`src/rtl/chan_pwr_seq_pkg.sv`:
```
// Shared constants and types for the channel power sequencer.
// Assumes a control word of at least 9 bits, so that all enable positions exist.
package chan_pwr_seq_pkg;
    localparam int EN_INT_POS  = 8;
    localparam int EN_OUT_POS  = 6;
    localparam int EN_DCDC_POS = 4;

    typedef enum logic [0:0] {
        SQ_IDLE   = 1'b0,
        SQ_SETTLE = 1'b1
    } seq_state_t;

    // Build a mask with the selected enable positions set.
    function automatic logic [31:0] en_mask(input logic with_int, input logic with_out,
                                            input logic with_dcdc);
        logic [31:0] m;
        m = '0;
        m[EN_INT_POS]  = with_int;
        m[EN_OUT_POS]  = with_out;
        m[EN_DCDC_POS] = with_dcdc;
        return m;
    endfunction
endpackage

```
`src/rtl/cps_pick.sv`:
```
// Picks the lowest-indexed channel whose request differs from its power state.
// Purely combinational. Assumes NCH >= 1.
module cps_pick #(
    parameter int NCH  = 4,
    parameter int CH_W = 2
) (
    input  logic [NCH-1:0]  req,
    input  logic [NCH-1:0]  state,
    output logic            found,
    output logic [CH_W-1:0] idx,
    output logic            want_down
);
    logic [NCH-1:0] diff;

    assign diff = req ^ state;

    // Scan from the top so that the lowest mismatching index wins.
    always_comb begin
        found     = 1'b0;
        idx       = '0;
        want_down = 1'b0;
        for (int i = NCH - 1; i >= 0; i--) begin
            if (diff[i]) begin
                found     = 1'b1;
                idx       = CH_W'(i);
                want_down = req[i];
            end
        end
    end
endmodule

```
`src/rtl/cps_settle_timer.sv`:
```
// Down-counter for the power-up settling interval.
// A start loads the count; expired is high for the cycle in which the count
// has reached zero while running. A stop abandons the count.
module cps_settle_timer #(
    parameter int SETTLE_CYC = 50000,
    parameter int CNT_W      = 16
) (
    input  logic clk,
    input  logic rst_n,
    input  logic start,
    input  logic stop,
    output logic expired
);
    logic [CNT_W-1:0] cnt_q;
    logic             run_q;

    // Load, count down and clear the settling counter.
    always_ff @(posedge clk) begin
        if (!rst_n) begin
            cnt_q <= '0;
            run_q <= 1'b0;
        end else if (stop) begin
            cnt_q <= '0;
            run_q <= 1'b0;
        end else if (start) begin
            cnt_q <= CNT_W'(SETTLE_CYC - 1);
            run_q <= 1'b1;
        end else if (run_q && cnt_q != '0) begin
            cnt_q <= cnt_q - 1'b1;
        end
    end

    assign expired = run_q && (cnt_q == '0);
endmodule

```
`src/rtl/cps_shadow_bank.sv`:
```
// Holds one shadow control word per channel.
// A configuration load replaces the non-enable bits of one word. An update
// applies set and clear masks to one word. Both may hit the same word in one
// cycle: the load is merged first, then the masks. upd_next shows the word
// the update will leave behind, for registering by the caller.
module cps_shadow_bank
    import chan_pwr_seq_pkg::*;
#(
    parameter int NCH    = 4,
    parameter int CH_W   = 2,
    parameter int CTRL_W = 13
) (
    input  logic              clk,
    input  logic              rst_n,
    input  logic              cfg_we,
    input  logic [CH_W-1:0]   cfg_chan,
    input  logic [CTRL_W-1:0] cfg_bits,
    input  logic              upd_en,
    input  logic [CH_W-1:0]   upd_chan,
    input  logic [CTRL_W-1:0] set_mask,
    input  logic [CTRL_W-1:0] clr_mask,
    output logic [CTRL_W-1:0] upd_next
);
    localparam logic [CTRL_W-1:0] EN_ALL = CTRL_W'(en_mask(1'b1, 1'b1, 1'b1));

    logic [CTRL_W-1:0] word_q [NCH];
    logic [CTRL_W-1:0] word_d [NCH];

    for (genvar g = 0; g < NCH; g++) begin : g_word
        logic [CTRL_W-1:0] merged;

        // Merge a configuration load, then apply the update masks.
        always_comb begin
            merged = word_q[g];
            if (cfg_we && cfg_chan == CH_W'(g))
                merged = (cfg_bits & ~EN_ALL) | (word_q[g] & EN_ALL);
            word_d[g] = merged;
            if (upd_en && upd_chan == CH_W'(g))
                word_d[g] = (merged | set_mask) & ~clr_mask;
        end

        // Store the channel's shadow word.
        always_ff @(posedge clk) begin
            if (!rst_n) word_q[g] <= '0;
            else        word_q[g] <= word_d[g];
        end
    end

    // Select the post-update word of the addressed channel.
    always_comb begin
        upd_next = '0;
        for (int i = 0; i < NCH; i++)
            if (upd_chan == CH_W'(i)) upd_next = word_d[i];
    end
endmodule

```
`src/rtl/chan_pwr_seq.sv`:
```
// Per-channel output power sequencer.
// Compares the request vector with the tracked power state, serves one channel
// at a time (lowest index first) and issues registered update strobes.
// Power-up is two updates separated by the settling wait; power-down is one.
// Assumes NCH >= 2 and a settling time of at least one cycle.
module chan_pwr_seq
    import chan_pwr_seq_pkg::*;
#(
    parameter int NCH          = 4,
    parameter int CTRL_W       = 13,
    parameter int CLK_FREQ_KHZ = 250000,
    parameter int SETTLE_US    = 200,
    localparam int CH_W        = (NCH > 1) ? $clog2(NCH) : 1
) (
    input  logic              clk,
    input  logic              rst_n,
    input  logic [NCH-1:0]    pd_req,
    input  logic              cfg_we,
    input  logic [CH_W-1:0]   cfg_chan,
    input  logic [CTRL_W-1:0] cfg_bits,
    output logic              upd_valid,
    output logic [CH_W-1:0]   upd_chan,
    output logic [CTRL_W-1:0] upd_word,
    output logic [NCH-1:0]    pd_state,
    output logic              busy
);
    localparam int SETTLE_RAW = (CLK_FREQ_KHZ * SETTLE_US) / 1000;
    localparam int SETTLE_CYC = (SETTLE_RAW < 1) ? 1 : SETTLE_RAW;
    localparam int CNT_W      = $clog2(SETTLE_CYC + 1);
    localparam logic [CTRL_W-1:0] M_UP1  = CTRL_W'(en_mask(1'b1, 1'b0, 1'b1));
    localparam logic [CTRL_W-1:0] M_UP2  = CTRL_W'(en_mask(1'b0, 1'b1, 1'b0));
    localparam logic [CTRL_W-1:0] M_DOWN = CTRL_W'(en_mask(1'b1, 1'b1, 1'b1));

    seq_state_t        state_q, state_d;
    logic [CH_W-1:0]   cur_q, cur_d;
    logic [NCH-1:0]    pd_q, pd_d;
    logic              pick_found, pick_down;
    logic [CH_W-1:0]   pick_idx;
    logic              tmr_start, tmr_stop, tmr_exp;
    logic              act_en;
    logic [CH_W-1:0]   act_chan;
    logic [CTRL_W-1:0] act_set, act_clr, act_word;
    logic              vld_q;
    logic [CH_W-1:0]   chan_q;
    logic [CTRL_W-1:0] word_q;

    cps_pick #(.NCH(NCH), .CH_W(CH_W)) u_pick (
        .req       (pd_req),
        .state     (pd_q),
        .found     (pick_found),
        .idx       (pick_idx),
        .want_down (pick_down)
    );

    cps_settle_timer #(.SETTLE_CYC(SETTLE_CYC), .CNT_W(CNT_W)) u_timer (
        .clk     (clk),
        .rst_n   (rst_n),
        .start   (tmr_start),
        .stop    (tmr_stop),
        .expired (tmr_exp)
    );

    cps_shadow_bank #(.NCH(NCH), .CH_W(CH_W), .CTRL_W(CTRL_W)) u_bank (
        .clk      (clk),
        .rst_n    (rst_n),
        .cfg_we   (cfg_we),
        .cfg_chan (cfg_chan),
        .cfg_bits (cfg_bits),
        .upd_en   (act_en),
        .upd_chan (act_chan),
        .set_mask (act_set),
        .clr_mask (act_clr),
        .upd_next (act_word)
    );

    // Decide the next action: start a sequence, finish it, or abort it.
    always_comb begin
        state_d   = state_q;
        cur_d     = cur_q;
        pd_d      = pd_q;
        act_en    = 1'b0;
        act_chan  = pick_idx;
        act_set   = '0;
        act_clr   = '0;
        tmr_start = 1'b0;
        tmr_stop  = 1'b0;
        unique case (state_q)
            SQ_IDLE: begin
                if (pick_found) begin
                    act_en = 1'b1;
                    if (pick_down) begin
                        act_clr        = M_DOWN;
                        pd_d[pick_idx] = 1'b1;
                    end else begin
                        act_set        = M_UP1;
                        pd_d[pick_idx] = 1'b0;
                        tmr_start      = 1'b1;
                        cur_d          = pick_idx;
                        state_d        = SQ_SETTLE;
                    end
                end
            end
            SQ_SETTLE: begin
                act_chan = cur_q;
                if (pd_req[cur_q]) begin
                    act_en      = 1'b1;
                    act_clr     = M_DOWN;
                    pd_d[cur_q] = 1'b1;
                    tmr_stop    = 1'b1;
                    state_d     = SQ_IDLE;
                end else if (tmr_exp) begin
                    act_en   = 1'b1;
                    act_set  = M_UP2;
                    tmr_stop = 1'b1;
                    state_d  = SQ_IDLE;
                end
            end
            default: state_d = SQ_IDLE;
        endcase
    end

    // Sequence state, tracked power state and the registered update strobe.
    always_ff @(posedge clk) begin
        if (!rst_n) begin
            state_q <= SQ_IDLE;
            cur_q   <= '0;
            pd_q    <= '1;
            vld_q   <= 1'b0;
            chan_q  <= '0;
            word_q  <= '0;
        end else begin
            state_q <= state_d;
            cur_q   <= cur_d;
            pd_q    <= pd_d;
            vld_q   <= act_en;
            if (act_en) begin
                chan_q <= act_chan;
                word_q <= act_word;
            end
        end
    end

    assign upd_valid = vld_q;
    assign upd_chan  = chan_q;
    assign upd_word  = word_q;
    assign pd_state  = pd_q;
    assign busy      = (state_q == SQ_SETTLE) || (pd_req != pd_q);
endmodule

```
`config.mk`:
```
export PLATFORM = sky130hd
export DESIGN_NAME = chan_pwr_seq
export DESIGN_NICKNAME = d
export VERILOG_FILES = /design/src/rtl/chan_pwr_seq_pkg.sv /design/src/rtl/cps_pick.sv /design/src/rtl/cps_settle_timer.sv /design/src/rtl/cps_shadow_bank.sv /design/src/rtl/chan_pwr_seq.sv
export SDC_FILE = /design/constraint.sdc
export NUM_CORES = 1
export LEC_CHECK = 0
export BUFFER_PORTS_ARGS = -buffer_cell sky130_fd_sc_hd__buf_2
export CAP_MARGIN = 20
export CORE_ASPECT_RATIO = 0.8
export CORE_MARGIN = 3
export CORE_UTILIZATION = 43
export CTS_BUF_LIST = sky130_fd_sc_hd__clkbuf_8
export CTS_CLUSTER_SIZE = 16
export DETAILED_ROUTE_END_ITERATION = 16
export PLACE_DENSITY_LB_ADDON = 0.3
export SLEW_MARGIN = 25
export SYNTH_ARGS = -nofsm -noshare
export SYNTH_HDL_FRONTEND = slang
export SYNTH_HIERARCHICAL = 1
export SYNTH_SLANG_ARGS = --single-unit
export TNS_END_PERCENT = 30
```
`constraint.sdc`:
```
create_clock -name clk -period 6.85 [get_ports clk]
set_clock_uncertainty 0.2 [all_clocks]
set_input_delay 0.685 -clock clk [delete_from_list [all_inputs] [get_ports clk]]
set_output_delay 0.685 -clock clk [all_outputs]
set_load 0.01 [all_outputs]
```
==> After elaboration in Yosys (flattened, before gate mapping) <==
Memories as Yosys holds them, arrays and structs flattened.
Index checks and enable logic that the tools add are counted.
{ "totals": {"ff_bits": 40, "mem_bits_rw": 52, "in_bits": 22, "memories": 1} }
{ "memory_table": {"columns": ["name", "depth", "word_bits", "rd", "rd_clocked_by_memory_dff", "write_ports", "line_no", "source"], "rows": [
  ["u_bank.word_q", 4, 13, 4, 0, 4, "cps_shadow_bank.sv:26", "logic [CTRL_W-1:0] word_q [NCH];"]
]} }
{ "op_classes": {"addsub": 1, "n_lt_le_gt_ge": 4, "eq_ne": 9, "mux": 63, "bitwise": 25, "reduce_logical": 22} }
{ "ops": {"columns": ["op", "n"], "rows": [
  ["13-bit two-way mux", 16],
  ["13-bit AND", 4],
  ["13-bit bitwise OR", 4],
  ["13-bit by 9-bit bitwise OR with 13-bit output", 4],
  ["13-bit one-hot mux with 2 select lines", 2],
  ["9-bit two-way mux", 5],
  ["16-bit two-way mux", 2],
  ["1-bit two-way mux", 22],
  ["16-bit logical NOT", 1],
  ["16-bit nonzero test", 1],
  ["16-bit by 1-bit subtractor with 16-bit output, second input constant", 1],
  ["7-bit two-way mux", 2],
  ["13-bit inverter", 1],
  ["1-bit logical AND", 12],
  ["4-bit two-way mux", 3],
  ["2-bit two-way mux", 5],
  ["2-bit equality test, second input constant", 4],
  ["4-bit bitwise OR", 2],
  ["4-bit one-hot mux with 2 select lines", 1],
  ["2-bit by 3-bit < comparator with 1-bit output, second input constant", 2],
  ["4-bit AND", 1],
  ["1-bit demux with 2-bit select", 2],
  ["2-bit by 1-bit equality test with 1-bit output, second input constant", 2],
  ["2-bit by 1-bit greater-or-equal comparator with 1-bit output, second input constant", 2],
  ["16 further kinds", 23]
]} }

==> Logic depth before layout (Yosys ltp) <==
{ "logic_depth": {"depth_word": 15, "mapped_depth": 18} }

==> Cells and area by module <==
The synthesis kept the hierarchy.
{ "modules_own_cells": {"columns": ["module", "instances", "cells_per_inst", "area_per_inst_um2"], "rows": [
  ["cps_shadow_bank", 1, 402, 3497.1],
  ["chan_pwr_seq", 1, 130, 1178.6],
  ["cps_settle_timer", 1, 113, 930.9],
  ["cps_pick", 1, 19, 137.6]
]} }

==> Least setup slack after synthesis <==
No wires, ideal clock.
{ "synth_path": {"kind": "reg2reg", "start": "register u_timer.cnt_q[13]", "end": "register word_q[8] (netlist: upd_word[8])", "t_arrival_ns": 3.296, "slack_ns": 3.282, "path_stages_with_launch": 18, "path_buffers": 5, "synth_period_minus_slack_ns": 3.568, "cell_sequence": "dfxtp_1 > or4_1 > buf_2 > or3_2 > nor2_1 > nand2b_1 > o22ai_4 > inv_4 > buf_6 > buf_2 > buf_4 > buf_4 > nand2_1 > a32oi_1 > o21ai_0 > a32oi_1 > nand2_1 > mux2i_1"} }
{ "synth_between": {"elab_chain_len": 11, "elab_cells_between_ends": 17} }
{ "synth_lines": {"columns": ["item", "line_no", "source"], "rows": [
  ["start: declaration", "cps_settle_timer.sv:14", "logic [CNT_W-1:0] cnt_q;"],
  ["start signal: assignment", "cps_settle_timer.sv:26", "cnt_q <= CNT_W'(SETTLE_CYC - 1);"],
  ["start signal: assignment", "cps_settle_timer.sv:29", "cnt_q <= cnt_q - 1'b1;"],
  ["16-bit logical NOT (*)", "cps_settle_timer.sv:33", "assign expired = run_q && (cnt_q == '0);"],
  ["1-bit logical AND (*)", "cps_settle_timer.sv:33", null],
  ["named net tmr_exp", "chan_pwr_seq.sv:39", "logic tmr_start, tmr_stop, tmr_exp;"],
  ["1-bit two-way mux (*)", "chan_pwr_seq.sv:111", "end else if (tmr_exp) begin"],
  ["1-bit two-way mux (*)", "chan_pwr_seq.sv:105", "if (pd_req[cur_q]) begin"],
  ["1-bit one-hot mux with 2 select lines (*)", "chan_pwr_seq.sv:87", "unique case (state_q)"],
  ["named net act_en", "chan_pwr_seq.sv:40", "logic act_en;"],
  ["1-bit logical AND", "cps_shadow_bank.sv:38", "if (upd_en && upd_chan == CH_W'(g))"],
  ["13-bit two-way mux", "cps_shadow_bank.sv:38", null],
  ["13-bit two-way mux (3 in a row)", "cps_shadow_bank.sv:53", "if (upd_chan == CH_W'(i)) upd_next = word_d[i];"],
  ["13-bit two-way mux (*)", "cps_shadow_bank.sv:53", null],
  ["named net act_word[8]", "chan_pwr_seq.sv:42", "logic [CTRL_W-1:0] act_set, act_clr, act_word;"],
  ["end signal: assignment", "chan_pwr_seq.sv:138", "word_q <= act_word;"],
  ["end: declaration", "chan_pwr_seq.sv:45", "logic [CTRL_W-1:0] word_q;"]
]} }
Mark *: on every way through the listed nets, which the timed path passes. The rest lies on a longest branch.
A chain may end at the register's enable or synchronous reset.

==> metrics <==
post-CTS sizing=0; clk sinks=92; Critical Path End Type=flop; IO buf count=39; worst-skew pair later-pin latency=380 ps; DR WL met3=1070 um; FF+latch count, synth=92; Final Max Tran Viols=0; pin count of the biggest net entering global routing=63; CP max stage cell=and3b_1; layout cells sized above 1=12.6%; worst path required time=6950 ps; Iter 0 DRT Violations=574; full die area=14,800 sq um; met2 routed WL=6840 um; Peak VDD IR=164 uV; Syn. warnings=6; H-tree levels=3; cts bufs inserted=9; vias in the first global route=5,052; ys flop type=dfxtp_1; total power=2560 uW; post-synthesis sequential area ratio=32.1%; WS Path Type=reg2reg; Post-CTS Hold Buffers=0; Die Wd=135 um; Synth async-reset ratio=0%; Mapped Cells=664; endpoints failing setup=0; startpoint types=flop; Setup TNS=0 ps; drt first pass iters=5; Die Height=109 um; Antenna Nets Post-Route=0; post-route cell area=6330 sq um; grt total ovfl=0; # IOs=43; CTS tree=done; CP Data Arrival Time=4380 ps; Yosys cell types=79; average cell area after synthesis=8.65 sq um; Hold Violations, Final=0; worst slew pin tran=1040 ps; vias per cell=5.95; postcts setup bufs=0; FP Rows=37; RSZ-0062 raised after global routing=false; initial antenna violation count=2; Remaining DRCs=0; Final nets=749; global-route wire length before repair=25,400 um; Power per Cell Area=404 nW/um^2; min-delay worst type=reg2reg; most frequent cells in the layout=dfxtp_1 (92), nand2_1 (84), conb_1 (71); post-DP HPWL=10,100 um; highest metal layer with signal wires=met5; total track usage=21.3%; Final period util=62.5%; critical path cell sequence=or4_1 -> or3_2 -> nor2_1 -> nand2b_1 -> o22ai_4 -> inv_4 -> and3b_1 -> a21oi_1 -> a211oi_1; max-cap viol count=0; Initial Util=44.3%; wire per inst=17.1 um; Core Area=13,000 sq um; Rel. slew slack=30.4%; via count=5,383; clock buffer depth=2; Post-synth EDFFs=0; fmax=0.234 GHz; synthesized area=5740 sq um; CTS Root Buffer Type=clkbuf_8; status=finished, final reports clean; Crit Path Max Fanout=62; wire length after detailed routing=15,500 um; area grow syn2layout=10.3%; clk slew on worst S/H paths=110 ps; GPL Wtd Cong=0.803; post-layout min period=4280 ps; Post-DP Area=6140 sq um; commonest non-fill, non-tap cell in the layout=dfxtp_1; Metal-1 WL=7340 um; Leak=0.00253 uW; Worst path max stage delay=960 ps; ant diodes=0
## logic make-up (layout without fill, tap and decap cells)
logic type / count (synthesis) / count (layout) / synth area share, %
adders and majority gates: 2 / 2 / 0.436
and+or+nand+nor: 210 / 210 / 21.0
DFF: 92 / 92 / 32.1
buffers and inverters: 78 / 74 / 6.45
xor gates and xnor gates: 8 / 8 / 1.48
AOI/OAI and AO/OA: 239 / 239 / 31.8
muxes: 34 / 34 / 6.64
other: 1 / 71 / 0.0653
## power breakdown
group	total, uW	internal, uW	switching, uW
registers	806	686	121
logic	1390	543	852
clock network	360	148	212
total	2560	1380	1180
## cell usage after synthesis (7+ instances only)
master    number  area, sq um
a21o_1         7         52.6
a221oi_1      33          289
a211oi_1      27          203
a22oi_1       35          263
inv_1         13         48.8
mux2i_1       28          280
a31oi_1       10         62.6
nand2_1       84          315
clkbuf_1      25         93.8
a221o_1       12          120
buf_2         20          100
nor4bb_1       8         80.1
and2_1        11         68.8
a21oi_1       54          270
a22o_1         7         61.3
o21ai_0       15         75.1
nor2_1        29          109
dfxtp_1       92         1840
## worst paths after layout
kind                                        start             endpoint  slack, ps  cells past startpoint
worst min-delay path                 upd_word[10]         upd_word[10]        270                      2
worst max-delay path            u_timer/cnt_q[13]  u_bank/word_q[1][8]       2570                      9
worst min register to register       upd_word[10]         upd_word[10]        270                      2
worst max register to register  u_timer/cnt_q[13]  u_bank/word_q[1][8]       2570                      9
## cell type report
type	instances	area, sq um
multi-input combinational	564	3800
clock buffer	10	138
timing repair buffer	42	218
fill	1210	6630
tap	175	219
clock inverter	6	53.8
sequential	92	1840
inverter	16	62.6
## metal layers
metal	track usage [%]	up-vias
met5	0	-
met4	6.91	4
met3	5.40	25
met2	32.6	188
met1	29.4	2542
li1	-	2624
## metrics by stage
step                setup slack, ps  hold WS (ps)  utilization [%]  instances
global route                   2270           290             48.9        905
global placement               2630           240             47.4        889
detailed placement             2540           249             47.4        889
CTS                            2530           271             48.9        905
floorplan                      3280           264                -        734
finish                         2570           267             48.9        905
## state kept, by name, indices dropped and copies added (netlist names), named ones only
register	flops
cur_q	2
state_q	1
u_bank/word_q	52
u_timer/cnt_q	16
u_timer/run_q	1
upd_chan	2
upd_valid	1
upd_word	13
## critical path: cells and delay by family, from the launching register on
family	cells	cell delay, ps
and+or+nand+nor	5	2550
AOI/OAI and AO/OA	3	540
buffers and inverters	1	540
DFF	1	350
Power figures use the tool's default switching activity.
